`src/rtl/burst_seq_pkg.sv`:
```
package burst_seq_pkg;
  typedef enum logic {
    ORD_LINEAR     = 1'b0,
    ORD_INTERLEAVE = 1'b1
  } order_e;
endpackage

```
`src/rtl/bseq_mode_sel.sv`:
```
module bseq_mode_sel
  import burst_seq_pkg::*;
#(
  parameter bit MODE_PIN_EN = 1'b1
) (
  input  logic   mode_i,
  output order_e ord_o
);
  generate
    if (MODE_PIN_EN) begin : g_pin
      assign ord_o = mode_i ? ORD_INTERLEAVE : ORD_LINEAR;
    end else begin : g_fixed
      // unconnected pin: interleaved order
      logic unused_mode;
      assign unused_mode = mode_i;
      assign ord_o       = ORD_INTERLEAVE;
    end
  endgenerate
endmodule

```
`src/rtl/bseq_beat_ctr.sv`:
```
module bseq_beat_ctr #(
  parameter int unsigned AW = 2
) (
  input  logic          clk_i,
  input  logic          rst_ni,
  input  logic          stall_i,
  input  logic          adv_i,
  input  logic [AW-1:0] start_i,
  output logic [AW-1:0] start_q_o,
  output logic [AW-1:0] beat_q_o
);
  localparam logic [AW-1:0] LastBeat = {AW{1'b1}};

  logic [AW-1:0] start_q, beat_q;

  always_ff @(posedge clk_i or negedge rst_ni) begin
    if (!rst_ni) begin
      start_q <= '0;
      beat_q  <= '0;
    end else if (!stall_i) begin
      if (!adv_i) begin
        start_q <= start_i;
        beat_q  <= '0;
      end else begin
        beat_q <= beat_q + 1'b1;
      end
    end
  end

  assign start_q_o = start_q;
  assign beat_q_o  = beat_q;


  load_restart_chk: assert property (@(posedge clk_i) disable iff (!rst_ni)
    (!stall_i && !adv_i) |=> (beat_q == '0 && start_q == $past(start_i)));


  stall_hold_chk: assert property (@(posedge clk_i) disable iff (!rst_ni)
    stall_i |=> ($stable(beat_q) && $stable(start_q)));


  beat_wrap_chk: assert property (@(posedge clk_i) disable iff (!rst_ni)
    (!stall_i && adv_i && beat_q == LastBeat) |=> (beat_q == '0 && $stable(start_q)));
endmodule

```
`src/rtl/bseq_addr_map.sv`:
```
module bseq_addr_map
  import burst_seq_pkg::*;
#(
  parameter int unsigned AW = 2
) (
  input  order_e        ord_i,
  input  logic [AW-1:0] start_i,
  input  logic [AW-1:0] beat_i,
  output logic [AW-1:0] addr_o
);
  always_comb begin
    unique case (ord_i)
      ORD_INTERLEAVE: addr_o = start_i ^ beat_i;
      default:        addr_o = AW'(start_i + beat_i);
    endcase
  end
endmodule

```
`src/rtl/burst_addr_seq.sv`:
```
module burst_addr_seq
  import burst_seq_pkg::*;
#(
  parameter int unsigned BEAT_BITS   = 2,
  parameter bit          MODE_PIN_EN = 1'b1
) (
  input  logic                 clk_i,
  input  logic                 rst_ni,
  input  logic                 stall_i,
  input  logic                 adv_i,
  input  logic [BEAT_BITS-1:0] start_i,
  input  logic                 mode_i,
  output logic [BEAT_BITS-1:0] addr_o
);
  localparam int unsigned AW = BEAT_BITS;

  order_e        ord;
  logic [AW-1:0] start_q, beat_q;

  bseq_mode_sel #(.MODE_PIN_EN(MODE_PIN_EN)) u_mode (
    .mode_i (mode_i),
    .ord_o  (ord)
  );

  bseq_beat_ctr #(.AW(AW)) u_ctr (
    .clk_i     (clk_i),
    .rst_ni    (rst_ni),
    .stall_i   (stall_i),
    .adv_i     (adv_i),
    .start_i   (start_i),
    .start_q_o (start_q),
    .beat_q_o  (beat_q)
  );

  bseq_addr_map #(.AW(AW)) u_map (
    .ord_i   (ord),
    .start_i (start_q),
    .beat_i  (beat_q),
    .addr_o  (addr_o)
  );


  linear_step_chk: assert property (@(posedge clk_i) disable iff (!rst_ni)
    (!stall_i && adv_i && ord == ORD_LINEAR) |=>
      (ord != ORD_LINEAR || addr_o == AW'($past(addr_o) + 1'b1)));


  ilv_step_chk: assert property (@(posedge clk_i) disable iff (!rst_ni)
    (!stall_i && adv_i && ord == ORD_INTERLEAVE) |=>
      (ord != ORD_INTERLEAVE ||
       (addr_o ^ $past(addr_o)) == ($past(beat_q) ^ AW'($past(beat_q) + 1'b1))));


  load_addr_chk: assert property (@(posedge clk_i) disable iff (!rst_ni)
    (!stall_i && !adv_i) |=> (addr_o == $past(start_i)));


  fixed_mode_chk: assert property (@(posedge clk_i) disable iff (!rst_ni)
    (!MODE_PIN_EN) |-> (ord == ORD_INTERLEAVE));
endmodule

```
`config.mk`:
```
export PLATFORM = sky130hd
export DESIGN_NAME = burst_addr_seq
export DESIGN_NICKNAME = d
export VERILOG_FILES = /design/src/rtl/burst_seq_pkg.sv /design/src/rtl/bseq_mode_sel.sv /design/src/rtl/bseq_beat_ctr.sv /design/src/rtl/bseq_addr_map.sv /design/src/rtl/burst_addr_seq.sv
export SDC_FILE = /design/constraint.sdc
export NUM_CORES = 1
export LEC_CHECK = 0
export BUFFER_PORTS_ARGS = -buffer_cell sky130_fd_sc_hd__buf_2
export CORE_AREA = 2 2 39 41
export CTS_CLUSTER_SIZE = 40
export DETAILED_ROUTE_END_ITERATION = 12
export DIE_AREA = 0 0 41 43
export GPL_ROUTABILITY_DRIVEN = 1
export GPL_TIMING_DRIVEN = 0
export PLACE_DENSITY_LB_ADDON = 0.25
export SLEW_MARGIN = 20
export SYNTH_ARGS = -nofsm -noshare
export SYNTH_HDL_FRONTEND = slang
export SYNTH_SLANG_ARGS = --single-unit
```
`constraint.sdc`:
```
create_clock -name clk_i -period 2.47 [get_ports clk_i]
set_clock_uncertainty 0.15 [all_clocks]
set_input_delay 0.247 -clock clk_i [delete_from_list [all_inputs] [get_ports clk_i]]
set_output_delay 0.247 -clock clk_i [all_outputs]
set_load 0.01 [all_outputs]
```
# Word level (Yosys, flattened, before mapping)
# Index checks and enable logic that the tools add are counted.
totals:
  register_bits: 4
  latchBits: 0
  ramBits: 0
  mem_bits_ro: 0
  input_bits: 7
  out_inout_bits: 2
  elab_cells: 11
  mem_count: 0
op_classes:
  add_sub_neg: 2
  n_mul: 0
  div_mod_pow: 0
  n_lt_le_gt_ge: 0
  n_eq_ne: 0
  shift: 0
  mux: 3
  n_bitwise: 3
  reduce_logical: 1
ops:
  columns: ["cell", "n"]
  rows:
  - ["2-bit 2-to-1 mux", 2]
  - ["2-bit by 1-bit adder with 2-bit output (second input constant)", 1]
  - ["2-bit adder", 1]
  - ["1-bit inverter", 2]
  - ["2-bit AND reduction", 1]
  - ["2-bit XOR", 1]
  - ["1-bit 2-to-1 mux", 1]

# Depth between registers and ports, before layout
# Gate-level depths: netlist of run 1.
depth:
  word_depth: 2
  mapped_depth: 3
  ltp_nobuf: 3

# Hierarchy
# From an unflattened synthesis of run 1, not the netlist that was laid out.
hier_totals:
  cells_unflattened: 19
  hier_area_um2: 214.0
by_module_without_submodules:
  columns: ["module", "n_inst", "cells_each", "area_per_inst_um2", "seq_area_each_um2"]
  rows:
  - ["bseq_beat_ctr", 1, 14, 170.2, 100.1]
  - ["bseq_addr_map", 1, 4, 36.3, 0.0]
  - ["bseq_mode_sel", 1, 1, 7.5, 0.0]

# Worst setup path before layout of run 1
# OpenSTA, ideal clock, no wires.
synth_timing:
  kind: "flip-flop to output port"
  start: "register u_ctr.beat_q[0] (netlist: u_ctr.beat_q_o[0])"
  end: "output port addr_o[1]"
  arrival_ps: 920
  required_ps: 2073
  setup_slack_ps: 1153
  path_stages_with_launch: 4
  path_buffers: 0
  cell_sequence: "dfrtp_1 > ha_1 > nor2b_1 > xnor2_1"
synth_via:
  elab_chain_len: 2
synth_lines:
  columns: ["item", "line_no", "text"]
  rows:
  - ["from (decl)", "bseq_beat_ctr.sv:14", "logic [AW-1:0] start_q, beat_q;"]
  - ["from (signal assigned)", "bseq_beat_ctr.sv:25", "beat_q <= beat_q + 1'b1;"]
  - ["2-bit adder", "bseq_addr_map.sv:14", "default: addr_o = AW'(start_i + beat_i);"]
  - ["2-bit 2-to-1 mux", "bseq_addr_map.sv:12", "unique case (ord_i)"]
  - ["to (decl)", "burst_addr_seq.sv:13", "output logic [BEAT_BITS-1:0] addr_o"]
# Every way passes these cells.

# Worst setup path after layout of run 1
# Same ends and word-level chain as after synthesis.

==> reports/metrics.yaml, run 1 <==
power:
  p_sw_share_pct: 26.1
  cell_internal_pwr_uw: 156
  powerDensity_nw_per_um2: 713
  fin_total_pwr_uw: 210
  power.sequential.fraction_pct: 39.0
  power.switching_uw: 54.9
  static-leakage-power_nw: 0.134
  power.ir.vdd_worst_v: 0.000190
  p_comb_share_pct: 22.8
  p_clk_share_pct: 38.2
die:
  die_w_um: 41
  rows: 14
  initial_core_util_pct: 14.6
  core_region_area_um2: 1380
  die_area_um2: 1760
  floorplan_die_height_um: 43
  ios: 9
layout:
  syn_to_final_growth_pct: 45.7
  nets: 40
  final_util_pct: 21.3
  nFillCells: 150
  drive_above_1_share_pct: 40.0
  antenna_diode_instance_count: 0
critical_path:
  largest_delay_share_family_worst_path: "flip-flops"
  timing.critical_path.slowest_cell_delay_ns: 0.41
  crit_path_top_delay_cell: "sky130_fd_sc_hd__dfrtp_1"
  timing_worst_setup_path_type: "register to primary output"
  crit_path_max_fanout: 5
  end_kind: "primary output"
  startpoint_type: "register"
  worstSetupStartpoint: "u_ctr.beat_q_o[0]"
  crit_arrival_ns: 1.21
  crit_chain: "ha_1 > nor2b_1 > xnor2_1 > buf_2"
  regToRegStartpoint: "u_ctr.beat_q_o[0]"
  buffers_inverters_on_critical_path: 1
  critPathRequiredTime_ns: 2.07
sta:
  rsz_0062_raised_after_global_routing: "no"
  fin_hold_ws_ns: 0.0884
  timing_max_transition_violations_final: 0
  timing_hold_violations_final: 0
  post-route-min-period_ns: 1.61
  tns_ns: 0
  max_freq_mhz: 622
  final-setup-viol-count: 0
  worst_slew_pin_slew_ns: 0.173
  tightest_slew_margin_relative_to_the_limit_pct: 88.4
  layout_worst_path_cycle_share_pct: 65.1
flow_run:
  drv.max_cap_violation_count: 0
grt:
  global_route.overflow_total: 0
  track_usage_pct: 6.14
  grt_max_degree: 6
  global_route_wire_length_before_repair_um: 627
  antenna_violations_before_repair: 0
  first_global_vias: 168
place:
  finalWeightedCongestion: 0.504
  place.port_buffers: 8
yosys:
  yosys_warnings: 0
  netlist.area_leader.share_pct: 49.4
  post_synth_net_total: 26
  synth-seq-area-share_pct: 49.4
  synth_area_um2: 203
  avgSynthCellArea_um2: 11.3
  synth_seq_cells: 4
  synth_top_area_cells: "sky130_fd_sc_hd__dfrtp_1 49%, sky130_fd_sc_hd__mux2_1 11%, sky130_fd_sc_hd__xnor2_1 8.6%, sky130_fd_sc_hd__ha_1 6.2%, sky130_fd_sc_hd__nand2b_1 6.2%"
  yosys.cell_types.count: 10
  post_synthesis_instance_total: 18
  synth.largest_area_cell: "sky130_fd_sc_hd__dfrtp_1"
clocking:
  cts_buffer_depth: 2
  numClockSinks: 4
  root_buffer: "sky130_fd_sc_hd__clkbuf_4"
  worst_setup_hold_path_clk_slew_ns: 0.04
  ctsHtreeMaxLevel: 1
  tritoncts: "done"
  worstSkewPairLatency_ns: 0.23
  cts-buffers-inserted: 3
detailed_routing:
  drt-wirelength-per-cell_um: 9.02
  antenna_violation_net_count_after_detailed_routing: 0
  dr.first_iter.drc_count: 0
  detail_routed_via_count_per_cell: 3.57
  detail_route.wirelength_um: 415
  drt-pass1-iter-count: 1
  drc_markers: 0
  total_vias_in_the_final_route: 164
worst_hold_path:
  path_class_of_the_lowest_slack_min_delay_path: "input port to register"
  hold_path.startpoint: "start_i[1]"
run_status:
  run_status: "finished clean"
routing by layer:
metal | vias up | track usage, % | wire (µm)
li1 | 84 | - | -
met1 | 69 | 6.82 | 198
met2 | 9 | 6.88 | 156
met4 | 0 | 8.00 | 4
met5 | - | 0 | 0
met3 | 2 | 3.14 | 56
cell families after synthesis:
| family | count (synthesis) | synth area share, % |
|---|---|---|
| flops | 4 | 49.4 |
| compound gates | 3 | 7.41 |
| fa+ha+maj | 1 | 6.17 |
| mux | 2 | 11.1 |
| simple gates | 6 | 17.3 |
| xor+xnor | 2 | 8.64 |
worst paths after layout:
check                                          end  slack [ns]  cells after the start
worst max register to register   u_ctr.beat_q_o[1]        1.50                      3
max in group asynchronous        u_ctr.beat_q_o[1]        1.84                      2
worst min-delay path            u_ctr.start_q_o[1]        0.09                      2
min in group asynchronous        u_ctr.beat_q_o[0]        0.21                      2
worst max-delay path                     addr_o[1]        0.86                      4
worst min register to register  u_ctr.start_q_o[0]        0.34                      1
cell usage after synthesis (all sizes together):
cell,count
dfrtp,4
ha,1
mux2,2
nand2,1
nand2b,2
nor2,1
nor2b,2
o21ai,3
xnor2,2
through the flow:
| step | instances | worst slack, ns | instance area (µm²) |
|---|---|---|---|
| after floorplan | 18 | 1.15 | 203 |
| after global placement | 42 | 1.11 | 263 |
| after detailed placement | 42 | 1.10 | 263 |
| after CTS | 46 | 0.843 | 295 |
| after global routing | 46 | 0.768 | 295 |
| final | 46 | 0.862 | 295 |
cell type report:
cell class / count / area, µm² / area share, %
multi-input combinational: 14 / 103 / 34.7
sequential: 4 / 100 / 33.9
timing repair buffer: 9 / 50.0 / 16.9
clock buffer: 3 / 22.5 / 7.63
tap: 16 / 20.0 / 6.78
state kept, by name, indices dropped and copies added, names as in the netlist:
signal and cells:
u_ctr.beat_q_o 2, u_ctr.start_q_o 2
power groups by stage:
stage	Sequential, mW	Combinational, mW	Clock [mW]
floorplan	0.0811	0.0298	0
finish	0.0820	0.0480	0.0804
global placement	0.0824	0.0451	0
detailed placement	0.0830	0.0478	0
global route	0.0835	0.0542	0.0907
CTS	0.0821	0.0491	0.0867
what timing repair did:
item                                    CTS  global route
hold endpoints to repair                  4             0
gates resized for setup                   0             0
endpoints found under the setup margin    0             0
hold buffers                              1             0
setup buffers                             0             0
cell usage in the layout, fill, tap and decap left out, types with 2 or more instances in the layout:
master | synthesis | layout
sky130_fd_sc_hd__buf_2 | 0 | 8
sky130_fd_sc_hd__dfrtp_1 | 4 | 4
sky130_fd_sc_hd__clkbuf_4 | 0 | 3
sky130_fd_sc_hd__xnor2_1 | 2 | 2
sky130_fd_sc_hd__nor2b_1 | 2 | 2
sky130_fd_sc_hd__mux2_1 | 2 | 2
sky130_fd_sc_hd__nand2b_1 | 2 | 2
sky130_fd_sc_hd__o21ai_0 | 2 | 2
No activity file was read; power rests on OpenSTA's default activity.
==> run 2: changes to the inputs <==
clock period = 1.4 ns   (was 2.47 ns; I/O delays follow)
==> reports/metrics.yaml, run 2 (same netlist as run 1, synthesis figures left out) <==
grt:
  global_route_wire_length_before_repair_um: 724  # +15%
  grt_max_degree: 5  # -1
  antenna_violations_before_repair: 0  # unchanged
  grtUsageMet3_pct: 3.14  # unchanged
  busiest_layer: "met2"
  first_global_vias: 197  # +17%
  global_route.overflow_total: 0  # unchanged
  gr-usage-met2_pct: 8.75  # +1.9 points
  track_usage_pct: 6.85  # +0.70 points
  globalRouteMet1Util_pct: 7.14  # +0.32 points
die:
  floorplan_die_height_um: 43  # unchanged
  initial_core_util_pct: 14.6  # unchanged
  die_area_um2: 1760  # unchanged
  rows: 14  # unchanged
  core_region_area_um2: 1380  # unchanged
  ios: 9  # unchanged
  die_w_um: 41  # unchanged
critical_path:
  reg2reg_depth: 5  # +2
  timing.critical_path.slowest_cell_delay_ns: 0.37  # -0.04 ns
  end_kind: "primary output"
  crit_arrival_ns: 1.15  # -0.06 ns
  largest_delay_share_family_worst_path: "flip-flops"
  critPathRequiredTime_ns: 1.11  # -0.96 ns
  r2r_slack_ns: 0.27  # -1.23 ns
  crit_path_top_delay_cell: "sky130_fd_sc_hd__dfrtp_1"
  crit_path_max_fanout: 2  # -3
  regToRegStartpoint: "u_ctr.beat_q_o[0]"
  timing_worst_setup_path_type: "register to primary output"
  crit_chain: "ha_2 > nor2b_4 > xnor2_1 > buf_2"
  startpoint_type: "register"
  worst_r2r_endpoint: "u_ctr.beat_q_o[1]"
  buffers_inverters_on_critical_path: 1  # unchanged
layout:
  syn_to_final_growth_pct: 67.9
  nets: 44  # +10%
  finished_cell_area_um2: 340  # +15%
  final_cell_mix: "8 x sky130_fd_sc_hd__buf_2, 4 x sky130_fd_sc_hd__dfrtp_1, 3 x sky130_fd_sc_hd__clkbuf_4, 3 x sky130_fd_sc_hd__dlygate4sd3_1"
  layout_commonest_cell: "sky130_fd_sc_hd__buf_2"
  final_util_pct: 24.6  # +3.3 points
  drive_above_1_share_pct: 47.1  # +7.1 points
  antenna_diode_instance_count: 0  # unchanged
detailed_routing:
  antenna_violation_net_count_after_detailed_routing: 0  # unchanged
  drt-wirelength-per-cell_um: 9.56  # +6.0%
  detail_route.wirelength_um: 478  # +15%
  detail_routed_via_count_per_cell: 3.68  # +3.2%
  drc_markers: 0  # unchanged
  drt-pass1-iter-count: 1  # unchanged
  total_vias_in_the_final_route: 184  # +12%
  dr.first_iter.drc_count: 0  # unchanged
sta:
  tns_ns: -0.0434  # -0.0434 ns
  layout_worst_path_cycle_share_pct: 103
  timing_max_transition_violations_final: 0  # unchanged
  max_freq_mhz: 693
  final_critical_path_setup_slack_ns: -0.0434  # -0.905 ns
  final-setup-viol-count: 1  # +1
  tightest_slew_margin_relative_to_the_limit_pct: 88.5  # +0.12 points
  worst_slew_pin_slew_ns: 0.172  # -0.00180 ns
  rsz_0062_raised_after_global_routing: "yes"
  timing_hold_violations_final: 0  # unchanged
  fin_hold_ws_ns: 0.00907  # -0.0793 ns
  post-route-min-period_ns: 1.44
power:
  power.ir.vdd_worst_v: 0.000332  # +75%
  powerDensity_nw_per_um2: 1150  # +61%
  fin_total_pwr_uw: 391  # +86%
  static-leakage-power_nw: 0.153  # +13%
run_status:
  run_status: "finished, violations left"
  violations: "setup timing"
clocking:
  worstSkewPairLatency_ns: 0.23  # about the same
  ctsHtreeMaxLevel: 1  # unchanged
  worst_setup_hold_path_clk_slew_ns: 0.04  # about the same
  cts-buffers-inserted: 3  # unchanged
  root_buffer: "sky130_fd_sc_hd__clkbuf_4"
  cts_buffer_depth: 2  # unchanged
  tritoncts: "done"
  numClockSinks: 4  # unchanged
worst_hold_path:
  whs_path_cells: 3  # +1
  path_class_of_the_lowest_slack_min_delay_path: "input port to register"
  hold_path.startpoint: "stall_i"
  min_delay_worst_endpoint: "u_ctr.beat_q_o[0]"
place:
  placement_cell_area_um2: 263  # unchanged
  finalWeightedCongestion: 0.504  # unchanged
  place.port_buffers: 8  # unchanged
flow_run:
  drv.max_cap_violation_count: 0  # unchanged
## run 2: changes by cell type in the layout (fill, tap and decap cells not counted)
| cell | before | now |
|---|---|---|
| sky130_fd_sc_hd__ha_2 | 0 | 1 |
| sky130_fd_sc_hd__dlygate4sd3_1 | 1 | 3 |
| sky130_fd_sc_hd__buf_4 | 0 | 2 |
| sky130_fd_sc_hd__nor2b_1 | 2 | 1 |
| sky130_fd_sc_hd__nor2b_4 | 0 | 1 |
| sky130_fd_sc_hd__ha_1 | 1 | 0 |
## run 2: report_power, final
group | total, mW | switching [mW] | internal [mW]
Combinational | 0.106 | 0.0450 | 0.0609
Clock | 0.142 | 0.0463 | 0.0958
Sequential | 0.143 | 0.0104 | 0.132
## run 2: worst max-delay path by stage
| stage | endpoint | cells past startpoint | slack (ns) | startpoint |
|---|---|---|---|---|
| final | addr_o[1] | 4 | -0.04 | u_ctr.start_q_o[0] |
| after detailed placement | addr_o[1] | 4 | 0.14 | u_ctr.beat_q_o[0] |
| after CTS | addr_o[1] | 4 | -0.07 | u_ctr.beat_q_o[0] |
| after floorplan | addr_o[1] | 3 | 0.19 | u_ctr.beat_q_o[0] |
| after global routing | addr_o[1] | 4 | -0.11 | u_ctr.start_q_o[0] |
| after global placement | addr_o[1] | 4 | 0.15 | u_ctr.beat_q_o[0] |
## run 2: per-layer routing
layer | vias up | part of all wire (%)
met3 | 2 | 9.6
met5 | - | 0
met4 | 0 | 0.84
met2 | 9 | 42
met1 | 81 | 47
li1 | 92 | -
## run 2: repair_timing
| item | CTS | global route |
|---|---|---|
| pin swaps | 2 | 2 |
| hold buffers | 3 | 0 |
| endpoints found under the hold margin | 6 | 0 |
| endpoints found under the setup margin | 1 | 1 |
| setup buffers | 1 | 1 |
| cloned | 0 | 0 |
| resized for setup | 3 | 0 |
## run 2: layout make-up
cell class / instances / area [µm²]
Fill cell: 148 / 1040
Multi-Input combinational cell: 14 / 113
Timing Repair Buffer: 13 / 85.1
Tap cell: 16 / 20.0
Clock buffer: 3 / 22.5
Sequential cell: 4 / 100
## run 2: metrics by stage
step | setup slack (ns) | cells
finish | -0.0434 | 50
detailed placement | 0.138 | 42
global route | -0.114 | 50
floorplan | 0.190 | 18
CTS | -0.0718 | 49
global placement | 0.145 | 42
## run 2: tightest hold or removal path, cell delays in order
cell	delay [ns]
sky130_fd_sc_hd__buf_2	0.11
sky130_fd_sc_hd__nand2_1	0.05
sky130_fd_sc_hd__o21ai_0	0.06
